--- config.mk ---
export PLATFORM = sky130hd
export DESIGN_NAME = mmu_access_guard
export DESIGN_NICKNAME = d
export VERILOG_FILES = /design/src/rtl/mmu_guard_pkg.sv /design/src/rtl/mmu_perm_lookup.sv /design/src/rtl/mmu_ref_update.sv /design/src/rtl/mmu_fault_regs.sv /design/src/rtl/mmu_access_guard.sv
export SDC_FILE = /design/constraint.sdc
export NUM_CORES = 1
export LEC_CHECK = 0
export CAP_MARGIN = 20
export CORE_ASPECT_RATIO = 1.5
export CORE_MARGIN = 2
export CORE_UTILIZATION = 44
export CTS_CLUSTER_SIZE = 8
export DETAILED_ROUTE_END_ITERATION = 8
export PLACE_DENSITY = 0.81
export SYNTH_ARGS = -nofsm -noshare
export SYNTH_HDL_FRONTEND = slang
export SYNTH_HIERARCHICAL = 1
export SYNTH_SLANG_ARGS = --single-unit
--- constraint.sdc ---
create_clock -name clk -period 3 [get_ports clk]
set_input_delay 0.9 -clock clk [delete_from_list [all_inputs] [get_ports clk]]
set_output_delay 0.9 -clock clk [all_outputs]
set_load 0.01 [all_outputs]
--- src/rtl/mmu_guard_pkg.sv ---
package mmu_guard_pkg;
  localparam int IDX_W  = 3;
  localparam int CODE_W = 4;
  localparam logic [CODE_W-1:0] CODE_OK   = 4'd0;
  localparam logic [CODE_W-1:0] CODE_PROT = 4'd8;
  localparam logic [CODE_W-1:0] CODE_PRIV = 4'd12;

  typedef struct packed {
    logic rd;
    logic wr;
    logic ex;
  } rights_t;

  function automatic logic [IDX_W-1:0] make_index(logic st, logic fe, logic sup);
    return {st, fe, sup};
  endfunction

  function automatic rights_t base_rights(logic user, logic [2:0] perm);
    rights_t r;
    case (perm)
      3'd0:    r = '{rd: 1'b1, wr: 1'b0, ex: 1'b0};
      3'd1:    r = '{rd: 1'b1, wr: 1'b1, ex: 1'b0};
      3'd2:    r = '{rd: 1'b1, wr: 1'b0, ex: 1'b1};
      3'd3:    r = '{rd: 1'b1, wr: 1'b1, ex: 1'b1};
      3'd4:    r = '{rd: 1'b0, wr: 1'b0, ex: 1'b1};
      3'd5:    r = '{rd: 1'b1, wr: !user, ex: 1'b0};
      3'd6:    r = '{rd: !user, wr: 1'b0, ex: !user};
      default: r = '{rd: !user, wr: !user, ex: !user};
    endcase
    return r;
  endfunction

  function automatic logic [CODE_W-1:0] check_code(logic [IDX_W-1:0] idx, logic [2:0] perm);
    rights_t have;
    logic    user;
    logic    miss;
    user = !idx[0];
    have = base_rights(user, perm);
    miss = (idx[2] && !have.wr) || (idx[1] && !have.ex) ||
           (!idx[2] && !idx[1] && !have.rd);
    if (user && perm[2] && perm[1]) return CODE_PRIV;
    if (miss) return CODE_PROT;
    return CODE_OK;
  endfunction
endpackage

--- src/rtl/mmu_perm_lookup.sv ---
module mmu_perm_lookup
  import mmu_guard_pkg::*;
(
  input  logic [IDX_W-1:0]  acc_idx,
  input  logic [2:0]        perm,
  input  logic              mod_after,
  output logic [CODE_W-1:0] code,
  output rights_t           granted
);
  rights_t base_r;

  assign base_r = base_rights(!acc_idx[0], perm);
  assign code   = check_code(acc_idx, perm);

  always_comb begin
    granted    = base_r;
    granted.wr = base_r.wr & mod_after;
  end
endmodule

--- src/rtl/mmu_ref_update.sv ---
module mmu_ref_update #(
  parameter int PTE_W   = 32,
  parameter int REF_BIT = 5,
  parameter int MOD_BIT = 6
) (
  input  logic [PTE_W-1:0] pte,
  input  logic             is_store,
  input  logic             allow,
  output logic [PTE_W-1:0] pte_new,
  output logic             wb_need
);
  logic set_ref;
  logic set_mod;

  assign set_ref = !pte[REF_BIT];
  assign set_mod = is_store && !pte[MOD_BIT];

  always_comb begin
    pte_new          = pte;
    pte_new[REF_BIT] = 1'b1;
    if (is_store) pte_new[MOD_BIT] = 1'b1;
  end

  assign wb_need = allow && (set_ref || set_mod);
endmodule

--- src/rtl/mmu_fault_regs.sv ---
module mmu_fault_regs
  import mmu_guard_pkg::*;
#(
  parameter int VA_W      = 32,
  parameter int PAGE_BITS = 12,
  parameter int STAT_W    = 8,
  localparam int PG_W     = VA_W - PAGE_BITS
) (
  input  logic              clk,
  input  logic              rst_n,
  input  logic              rec_fault,
  input  logic [IDX_W-1:0]  rec_idx,
  input  logic [CODE_W-1:0] rec_code,
  input  logic [PG_W-1:0]   rec_page,
  input  logic              rd_en,
  input  logic              rd_sel,
  output logic [VA_W-1:0]   rdata,
  output logic [STAT_W-1:0] stat_q
);
  logic [VA_W-1:0]   far_q;
  logic              rd_clr;
  logic [STAT_W-1:0] fresh;
  logic              ovw;

  assign rd_clr = rd_en && !rd_sel;
  assign fresh  = STAT_W'({rec_idx, 1'b0, rec_code}) | STAT_W'(2);
  assign ovw    = (stat_q != '0) && !rd_clr;

  always_ff @(posedge clk) begin
    if (!rst_n) begin
      stat_q <= '0;
      far_q  <= '0;
      rdata  <= '0;
    end else begin
      if (rec_fault) begin
        stat_q <= fresh | STAT_W'(ovw);
        far_q  <= {rec_page, {PAGE_BITS{1'b0}}};
      end else if (rd_clr) begin
        stat_q <= '0;
      end
      if (rd_en) begin
        rdata <= rd_sel ? far_q : {{(VA_W-STAT_W){1'b0}}, stat_q};
      end
    end
  end
endmodule

--- src/rtl/mmu_access_guard.sv ---
module mmu_access_guard
  import mmu_guard_pkg::*;
#(
  parameter int VA_W      = 32,
  parameter int PA_W      = 36,
  parameter int PTE_W     = 32,
  parameter int PAGE_BITS = 12,
  parameter int PERM_LSB  = 2,
  parameter int REF_BIT   = 5,
  parameter int MOD_BIT   = 6,
  localparam int STAT_W   = 8,
  localparam int PG_W     = VA_W - PAGE_BITS
) (
  input  logic              clk,
  input  logic              rst_n,
  input  logic              req_valid,
  input  logic [VA_W-1:0]   req_vaddr,
  input  logic [PTE_W-1:0]  req_pte,
  input  logic [PA_W-1:0]   req_pte_ptr,
  input  logic              req_store,
  input  logic              req_fetch,
  input  logic              req_super,
  input  logic              nf_mode,
  input  logic              traps_en,
  input  logic              reg_rd,
  input  logic              reg_sel,
  output logic              rsp_valid,
  output logic              rsp_allow,
  output logic [CODE_W-1:0] rsp_code,
  output logic [2:0]        rsp_rights,
  output logic              wb_valid,
  output logic [PA_W-1:0]   wb_ptr,
  output logic [PTE_W-1:0]  wb_data,
  output logic              fault,
  output logic [VA_W-1:0]   reg_rdata
);
  logic [IDX_W-1:0]  ev_idx;
  logic [CODE_W-1:0] ev_code;
  rights_t           ev_rights;
  logic              ev_suppress;
  logic              ev_allow;
  logic              ev_record;
  logic              ev_trap;
  logic [PTE_W-1:0]  ev_pte_new;
  logic              ev_wb;
  logic [STAT_W-1:0] stat_q;

  assign ev_idx = make_index(req_store, req_fetch, req_super);

  mmu_perm_lookup u_lookup (
    .acc_idx   (ev_idx),
    .perm      (req_pte[PERM_LSB +: 3]),
    .mod_after (req_pte[MOD_BIT] | req_store),
    .code      (ev_code),
    .granted   (ev_rights)
  );

  assign ev_suppress = (ev_code != CODE_OK) && nf_mode && !req_super;
  assign ev_allow    = req_valid && ((ev_code == CODE_OK) || ev_suppress);
  assign ev_record   = req_valid && (ev_code != CODE_OK) && !ev_suppress;
  assign ev_trap     = ev_record && traps_en && !nf_mode;

  mmu_ref_update #(
    .PTE_W   (PTE_W),
    .REF_BIT (REF_BIT),
    .MOD_BIT (MOD_BIT)
  ) u_refupd (
    .pte      (req_pte),
    .is_store (req_store),
    .allow    (ev_allow),
    .pte_new  (ev_pte_new),
    .wb_need  (ev_wb)
  );

  mmu_fault_regs #(
    .VA_W      (VA_W),
    .PAGE_BITS (PAGE_BITS),
    .STAT_W    (STAT_W)
  ) u_fregs (
    .clk       (clk),
    .rst_n     (rst_n),
    .rec_fault (ev_record),
    .rec_idx   (ev_idx),
    .rec_code  (ev_code),
    .rec_page  (req_vaddr[VA_W-1:PAGE_BITS]),
    .rd_en     (reg_rd),
    .rd_sel    (reg_sel),
    .rdata     (reg_rdata),
    .stat_q    (stat_q)
  );

  always_ff @(posedge clk) begin
    if (!rst_n) begin
      rsp_valid  <= 1'b0;
      rsp_allow  <= 1'b0;
      rsp_code   <= '0;
      rsp_rights <= '0;
      wb_valid   <= 1'b0;
      wb_ptr     <= '0;
      wb_data    <= '0;
      fault      <= 1'b0;
    end else begin
      rsp_valid <= req_valid;
      wb_valid  <= ev_wb;
      fault     <= ev_trap;
      if (req_valid) begin
        rsp_allow  <= ev_allow;
        rsp_code   <= ev_code;
        rsp_rights <= ev_allow ? ev_rights : 3'b000;
        wb_ptr     <= req_pte_ptr;
        wb_data    <= ev_pte_new;
      end
    end
  end
endmodule

# == Yosys cells after proc, flatten, opt, wreduce, memory -nomap -nowiden ==
# Index checks and enable logic that the tools add are counted.
# classes
eq_ne,6
mux,13
n_bitwise,3
n_reduce_logical,38
# op_table
op,n
$mux W32,1
$pmux W3 S7,1
$logic_and A1 B1 Y1,17
$mux W4,4
$mux W8,2
$logic_not A1 Y1,12
$eq A3 B3 Y1 const B,3
$or A8 B1 Y8,1
$reduce_bool A8 Y1,1
$eq A3 B2 Y1 const B,2
$logic_not A4 Y1,1
$logic_or A1 B1 Y1,4
$mux W1,4
$reduce_bool A4 Y1,1
$eq A3 B1 Y1 const B,1
$logic_not A3 Y1,1
$mux W3,1
$reduce_bool A2 Y1,1
$and A1 B1 Y1,1
$or A1 B1 Y1,1
# totals
register_bits,139
inputBits,110
output_inout_bits,111
word_cells,71

# == Depth between registers and ports, before layout ==
# Gate-level depths: netlist (run 1).
# logic_depth
ltp_word,17
ltp_mapped,10
mapped_depth_nobuf,9

# == Modules after synthesis ==
# Netlist (run 1), hierarchy kept.
# modules_own_cells
mod,n_inst,cells_per_inst,area_per_inst_um2,seq_area_each_um2
mmu_access_guard,1,261,3037.9,1581.5
mmu_fault_regs,1,233,2183.3,1081.0
mmu_ref_update,1,35,256.5,0.0
mmu_perm_lookup,1,17,96.3,0.0

# == Worst setup path before layout (run 1) ==
# No wires, ideal clock.
# synth_path
path_kind,input -> register
start,input req_pte[2]
end,register u_fregs.far_q[12]
setup_ns,0.128
arrival_time_ns,2.494
required_ns,2.872
path_slack_ns,0.378
stages,10
n_path_buf,2
cell_sequence,inv_1 > a21o_1 > o221ai_1 > nor4_2 > a21oi_1 > and2_1 > buf_2 > buf_2 > mux2i_1 > nor2_1
# synth_via
elab_chain_len,15
word_cells_on_any_way,27
cone_classes,eq/ne (6); mux (6); reduce/logical (15)
# synth_lines
item,line,rtl
from (decl),mmu_access_guard.sv:18,"input logic [PTE_W-1:0] req_pte,"
"$eq A3 B3 Y1, or another cell as far along",mmu_guard_pkg.sv:20,case (perm)
$pmux W3 S7 *,mmu_guard_pkg.sv:20,
$logic_not A1 Y1,mmu_guard_pkg.sv:39,miss = (idx[2] && !have.wr) || (idx[1] && !have.ex) ||
$logic_and A1 B1 Y1,mmu_guard_pkg.sv:39,
$logic_or A1 B1 Y1,mmu_guard_pkg.sv:39,
$logic_or A1 B1 Y1 *,mmu_guard_pkg.sv:39,
$mux W1 (2 in a row),mmu_guard_pkg.sv:42,if (miss) return CODE_PROT;
$mux W4 *,mmu_guard_pkg.sv:43,return CODE_OK;
$mux W4 *,mmu_guard_pkg.sv:42,
net ev_code[3],mmu_access_guard.sv:38,logic [CODE_W-1:0] ev_code;
$reduce_bool A4 Y1 *,"mmu_access_guard.sv:58, mmu_access_guard.sv:60",
$logic_and A1 B1 Y1 (2 in a row),mmu_access_guard.sv:58,assign ev_suppress = (ev_code != CODE_OK) && nf_mode && !req_super;
$logic_not A1 Y1,mmu_access_guard.sv:60,assign ev_record = req_valid && (ev_code != CODE_OK) && !ev_suppress;
$logic_and A1 B1 Y1 *,mmu_access_guard.sv:60,
net ev_record,mmu_access_guard.sv:42,logic ev_record;
to (signal assigned),mmu_fault_regs.sv:37,"far_q <= {rec_page, {PAGE_BITS{1'b0}}};"
to (decl),mmu_fault_regs.sv:20,logic [VA_W-1:0] far_q;
# Mark *: on every way through the listed nets, which the timed path passes. The rest lies on a longest branch. The select of a mux whose other input is x is not followed.
# A chain may end at the register's enable or synchronous reset.

# == Worst setup path after layout (run 1) ==
# layout_path
start,input req_pte[3]
end,register u_fregs.far_q[26]
# layout_via
elab_chain_len,15
word_cells_on_any_way,29
cone_classes,eq/ne (6); mux (7); reduce/logical (16)
# layout_lines
item,line
"$eq A3 B3 Y1, or another cell as far along",mmu_guard_pkg.sv:20
$pmux W3 S7,mmu_guard_pkg.sv:20
$logic_not A1 Y1,mmu_guard_pkg.sv:39
$logic_and A1 B1 Y1,mmu_guard_pkg.sv:39
$logic_or A1 B1 Y1 (2 in a row),mmu_guard_pkg.sv:39
$mux W1 (2 in a row),mmu_guard_pkg.sv:42
$mux W4,mmu_guard_pkg.sv:43
$mux W4 *,mmu_guard_pkg.sv:42
net ev_code[3],mmu_access_guard.sv:38
$reduce_bool A4 Y1 *,"mmu_access_guard.sv:58, mmu_access_guard.sv:60"
$logic_and A1 B1 Y1 (2 in a row),mmu_access_guard.sv:58
$logic_not A1 Y1,mmu_access_guard.sv:60
$logic_and A1 B1 Y1 *,mmu_access_guard.sv:60
net ev_record,mmu_access_guard.sv:42
# Marked as above.

==> results of run 1 <==
registers in the layout, summed over array words and instances (netlist names):
signal          cells
wb_ptr             36
rsp_allow           1
u_fregs/rdata      27
wb_data            32
u_fregs/stat_q      7
u_fregs/far_q      20
rsp_rights          3
rsp_code            4
rsp_valid           1
fault               1
wb_valid            1
stage by stage:
| step | power (mW) | area [sq um] | setup slack, ns | hold WS (ns) |
|---|---|---|---|---|
| after floorplan | 2.26 | 5590 | 0.378 | 0.454 |
| after global placement | 2.55 | 7510 | -0.0598 | 0.458 |
| after detailed placement | 2.57 | 7510 | -0.125 | 0.460 |
| after CTS | 4.65 | 8110 | 0.299 | 0.472 |
| after global routing | 4.79 | 8110 | 0.156 | 0.513 |
| final | 4.60 | 8110 | 0.283 | 0.472 |
cells in the final DEF (no fill, tap or decap), drive strengths merged:
cell and n:
or2 2, inv 12, clkdlybuf4s50 201, dfxtp 133
conb 8, o221ai 1, clkinv 5, nand3b 8
nor4 2, and4bb 1, nand2 14, clkinvlp 4
a21oi 8, nor2b 84, o21ai 5, or4 1
and2 11, a21boi 23, nand3 24, buf 27
mux2i 92, and2b 1, clkbuf 18, a21o 1
bufinv 3, nor2 13, a22oi 1, o22ai 8
nand2b 22, o211ai 1
area by class of cell:
type	count	area, sq um
clock buffer	18	439
clock inverter	13	158
fill	1007	4340
inverter	11	41.3
multi-input combinational	331	2350
sequential	133	2660
tap	156	195
timing repair buffer	228	2260
how the worst max path moves through the flow:
stage                     slack, ns  depth (start not counted)       start                 to
after floorplan                0.38                         10  req_pte[2]  u_fregs/far_q[12]
after global placement        -0.06                         11   req_super  u_fregs/far_q[21]
after detailed placement      -0.13                         11  req_pte[3]  u_fregs/far_q[26]
after CTS                      0.30                         11  req_pte[3]  u_fregs/far_q[26]
after global routing           0.16                         11  req_pte[4]  u_fregs/stat_q[0]
final                          0.28                         11  req_pte[3]  u_fregs/far_q[26]
report_power, final:
part,switching [mW],internal (mW),leakage (nW)
sequential,0.0480,1.86,1.09
clock,0.749,1.32,0.284
combinational,0.243,0.377,1.83
layer usage:
layer	wire length, um	part of all wire, %
met1	4990	37
met2	7380	54
met3	1120	8.2
met4	169	1.2
met5	0	0
tightest hold or removal path, cell delays in order, from the launching register on:
cell	delay, ns
dfxtp_1	0.31
nand2b_1	0.06
a21boi_1	0.05
==> qor.yml, run 1 <==
first_pass_iters: 4
cts-buffers-inserted: 17
critPathBufInv: 3
avgSynthCellArea_sq_um: 10.2
fin_setup_tns_ns: 0
syn_area_sq_um: 5570
row_count: 50
start_kind: "input pin"
cts_sinks: 133
rrSetupSlack_ns: 1.70
grt-ovfl-total: 0
placed_cells: 859
use_met3_pct: 7.17
wirelength_um: 13700
start_util_pct: 44.7
io_pins: 221
track_usage_pct: 20.1
io_buffers: 203
routedWlPerCell_um: 15.3
critPathCaptureType: "register"
fin_util_pct: 65.1
grt_pass1_vias: 4326
root_buffer: "clkbuf_16"
grt_pass1_wl_um: 21100
fin_skew_ns: 0.00692
path_class: "in2reg"
worstPathRequired_ns: 3.29
die_h_um: 142
fin_nets: 832
drtIter0Drc: 93
drcViolationCount: 0
worst-slew-pin-transition_ns: 0.601
min_path_type: "reg2reg"
power.density_nw_per_um2: 567
timing.final.crit_share_pct: 90.6
instances_no_fill: 890
synthToLayoutAreaGrowth_pct: 45.7
core_sq_um: 12400
synthCells: 545
grt_setup_unrepaired: "false"
dpl.hpwl_um: 10200
worst_hold_path.endpoint: "u_fregs/rdata[18]"
diodes: 0
grt_max_degree: 52
cap_violations: 0
grt_use_met1_pct: 20.1
finalCriticalPeriod_ns: 2.72
dieArea_sq_um: 13600
clockBufferDepth: 2
min_path_cells: 2
timing.final.max_slew_violations: 0
grt-busiest-layer: "met2"
drive_gt1_share_pct: 8.58
slowest_stage: "clkdlybuf4s50_1"
relSlewSlack_pct: 60.0
clk_pin_slew_ns: 0.06
cts_tree: "built"
gp_congestion: 0.851
r2r_cells: 3
antenna_found_initial: 0
status: "completed"
yosysWarnings: 6
crit_family: "buffers and inverters"
worst_ir_drop_vdd_mv: 0.397
leakage_nw: 3.20
hold_start: "u_fregs/rdata[18]"
cts.repair.resized: 0
arrival_ns: 3.01
vias_per_cell: 4.77
critPathMaxFanout: 20
max_freq_ghz: 0.368
dr_total_vias: 4247
worst_r2r_endpoint: "u_fregs/stat_q[0]"
slowest_delay_ns: 0.53
die-width_um: 95.8
h-tree-depth: 4
rr_startpoint: "u_fregs/stat_q[2]"
clk_latency_ns: 0.41
setup_viol: 0
path_cells: "clkdlybuf4s50_1 > nor2_1 > a21oi_1 > o221ai_1 > nor4_2 > a21oi_1 > and2_1 > buf_12 > buf_12 > mux2i_1 > nor2b_1"
hold_buffers: 0
hold_viol_final: 0
cts_setup_buffers: 0
gr-usage-met2_pct: 37.2
ant_nets: 0
Power figures use the tool's default switching activity.
==> inputs of run 2 (changes only) <==
MAX_ROUTING_LAYER = met4   (was default)
==> run 2 against run 1 <==
Against the previous run: routed wire length grew 0.40%; critical path depth is the same; die area is the same; clock skew is essentially flat; non-clock buffer count is the same; maximum frequency is essentially flat; largest cell class unchanged; clock power is essentially flat.
==> qor.yml, run 2 (synthesis gave the netlist of run 1 again) <==
row_count: 50  # unchanged
sw_frac_of_total_pct: 22.7  # was 22.6%
drtIter0Drc: 109  # was 93
arrival_ns: 3.01  # about the same
met3_length_um: 1080  # was 1120 um
stdcell_area_sq_um: 8110  # unchanged
leakage_nw: 3.20  # unchanged
p_sw_mw: 1.04  # about the same
fin_util_pct: 65.1  # unchanged
io_pins: 221  # unchanged
grt_max_degree: 52  # unchanged
finalCriticalPeriod_ns: 2.72  # about the same
die-width_um: 95.8  # unchanged
slowest_delay_ns: 0.53  # about the same
status: "completed"  # unchanged
clk_latency_ns: 0.41  # about the same
worst-slew-pin-transition_ns: 0.601  # about the same
multiInputGateArea_sq_um: 2350  # unchanged
regArea_sq_um: 2660  # unchanged
relSlewSlack_pct: 59.9  # was 60.0%
hold_viol_final: 0  # unchanged
start_util_pct: 44.7  # unchanged
synthToLayoutAreaGrowth_pct: 45.7  # unchanged
drive_gt1_share_pct: 8.58  # unchanged
timing.final.crit_share_pct: 90.6  # about the same
largest_reg_flops: 36  # unchanged
pwr-share-seq_pct: 41.5  # about the same
whs_ns: 0.472  # about the same
antenna_found_initial: 0  # unchanged
final_common_cell: "clkdlybuf4s50_1"  # unchanged
power.density_nw_per_um2: 567  # about the same
start_kind: "input pin"  # unchanged
path_cells: "clkdlybuf4s50_1 > nor2_1 > a21oi_1 > o221ai_1 > nor4_2 > a21oi_1 > and2_1 > buf_12 > buf_12 > mux2i_1 > nor2b_1"  # unchanged
drcViolationCount: 0  # unchanged
first_pass_iters: 4  # unchanged
dr_wl_met2_um: 7370  # was 7380 um
cts-buffers-inserted: 17  # unchanged
cts_tree: "built"  # unchanged
slowest_stage: "clkdlybuf4s50_1"  # unchanged
die_h_um: 142  # unchanged
clockPowerShare_pct: 45.0  # about the same
h-tree-depth: 4  # unchanged
hold_buffers: 0  # unchanged
clk_pin_slew_ns: 0.06  # about the same
io_buffers: 203  # unchanged
top_register: "wb_ptr"  # unchanged
max_freq_ghz: 0.368  # about the same
fin_skew_ns: 0.00665  # was 0.00692 ns
cts_setup_buffers: 0  # unchanged
vias_per_cell: 4.77  # about the same
dpl.hpwl_um: 10200  # unchanged
grt-ovfl-total: 0  # unchanged
root_buffer: "clkbuf_16"  # unchanged
layout_common_cells: "201 x clkdlybuf4s50_1, 133 x dfxtp_1, 92 x mux2i_1"  # unchanged
total_power_mw: 4.60  # about the same
track_usage_pct: 20.7  # was 20.1%
ant_nets: 0  # unchanged
critPathMaxFanout: 20  # unchanged
dieArea_sq_um: 13600  # unchanged
grt_setup_unrepaired: "false"  # unchanged
cts.repair.resized: 0  # unchanged
placedInstanceArea_sq_um: 7510  # unchanged
setup_viol: 0  # unchanged
min_path_type: "reg2reg"  # unchanged
cts_sinks: 133  # unchanged
grt_pass1_wl_um: 21000  # was 21100 um
critPathCaptureType: "register"  # unchanged
routedWlPerCell_um: 15.4  # was 15.3 um
power_frac_comb_pct: 13.5  # about the same
highest_layer: "met4"  # unchanged
wirelength_um: 13700  # about the same
worstPathRequired_ns: 3.30  # was 3.29 ns
grt_pass1_vias: 4329  # was 4326
core_sq_um: 12400  # unchanged
cap_violations: 0  # unchanged
clockBufferDepth: 2  # unchanged
placed_cells: 859  # unchanged
timing.final.max_slew_violations: 0  # unchanged
dr_total_vias: 4249  # was 4247
critPathBufInv: 3  # unchanged
fill_cells: 1007  # unchanged
worst_ir_drop_vdd_mv: 0.399  # was 0.397 mV
instances_no_fill: 890  # unchanged
diodes: 0  # unchanged
fin_nets: 832  # unchanged
gp_congestion: 0.864  # was 0.851
wl_met1_um: 5080  # was 4990 um
reg_top3: "wb_ptr (36), wb_data (32), u_fregs/rdata (27)"  # unchanged
crit_family: "buffers and inverters"  # unchanged
path_class: "in2reg"  # unchanged
p_int_mw: 3.56  # about the same
==> run 2: cell counts in the layout (fill, tap and decap cells not counted) <==
Identical to the previous run, type by type.
==> run 2: stage by stage <==
step,worst slack [ns],TNS (ns)
after floorplan,0.378,0
after global placement,-0.0598,-0.806
after detailed placement,-0.125,-1.80
after CTS,0.299,0
after global routing,0.156,0
final,0.282,0
==> run 2: routing by layer <==
layer / vias to the layer above / track usage [%]
li1: 2117 / -
met1: 1966 / 20.5
met2: 155 / 37.2
met3: 11 / 6.64
met4: 0 / 7.22
met5: - / -
==> run 2: power by group through the flow <==
stage	Clock (mW)	Sequential, mW	Combinational (mW)
2_1_floorplan	0	1.97	0.294
3_3_place_gp	0	1.94	0.607
3_5_place_dp	0	1.94	0.624
4_1_cts	2.12	1.91	0.628
5_1_grt	2.21	1.92	0.670
6_report	2.07	1.91	0.620
==> run 2: worst reg2reg max path, cell delays in order (launching register included) <==
cell	delay, ns
dfxtp_1	0.33
or4_4	0.53
nor4_2	0.17
o22ai_1	0.13
==> run 2: path summary, 6_finish.rpt <==
kind	start	end	slack, ns	depth (start not counted)
setup reg to reg	u_fregs/stat_q[2]	u_fregs/stat_q[0]	1.70	3
hold / removal	u_fregs/rdata[18]	u_fregs/rdata[18]	0.47	2
setup / recovery	req_pte[3]	u_fregs/far_q[26]	0.28	11
hold reg to reg	u_fregs/rdata[18]	u_fregs/rdata[18]	0.47	2
==> run 2: cell type report <==
class	count	area share, %
Clock buffer	18	5.41
Clock inverter	13	1.94
Inverter	11	0.509
Multi-Input combinational cell	331	29.0
Sequential cell	133	32.8
Tap cell	156	2.41
Timing Repair Buffer	228	27.9
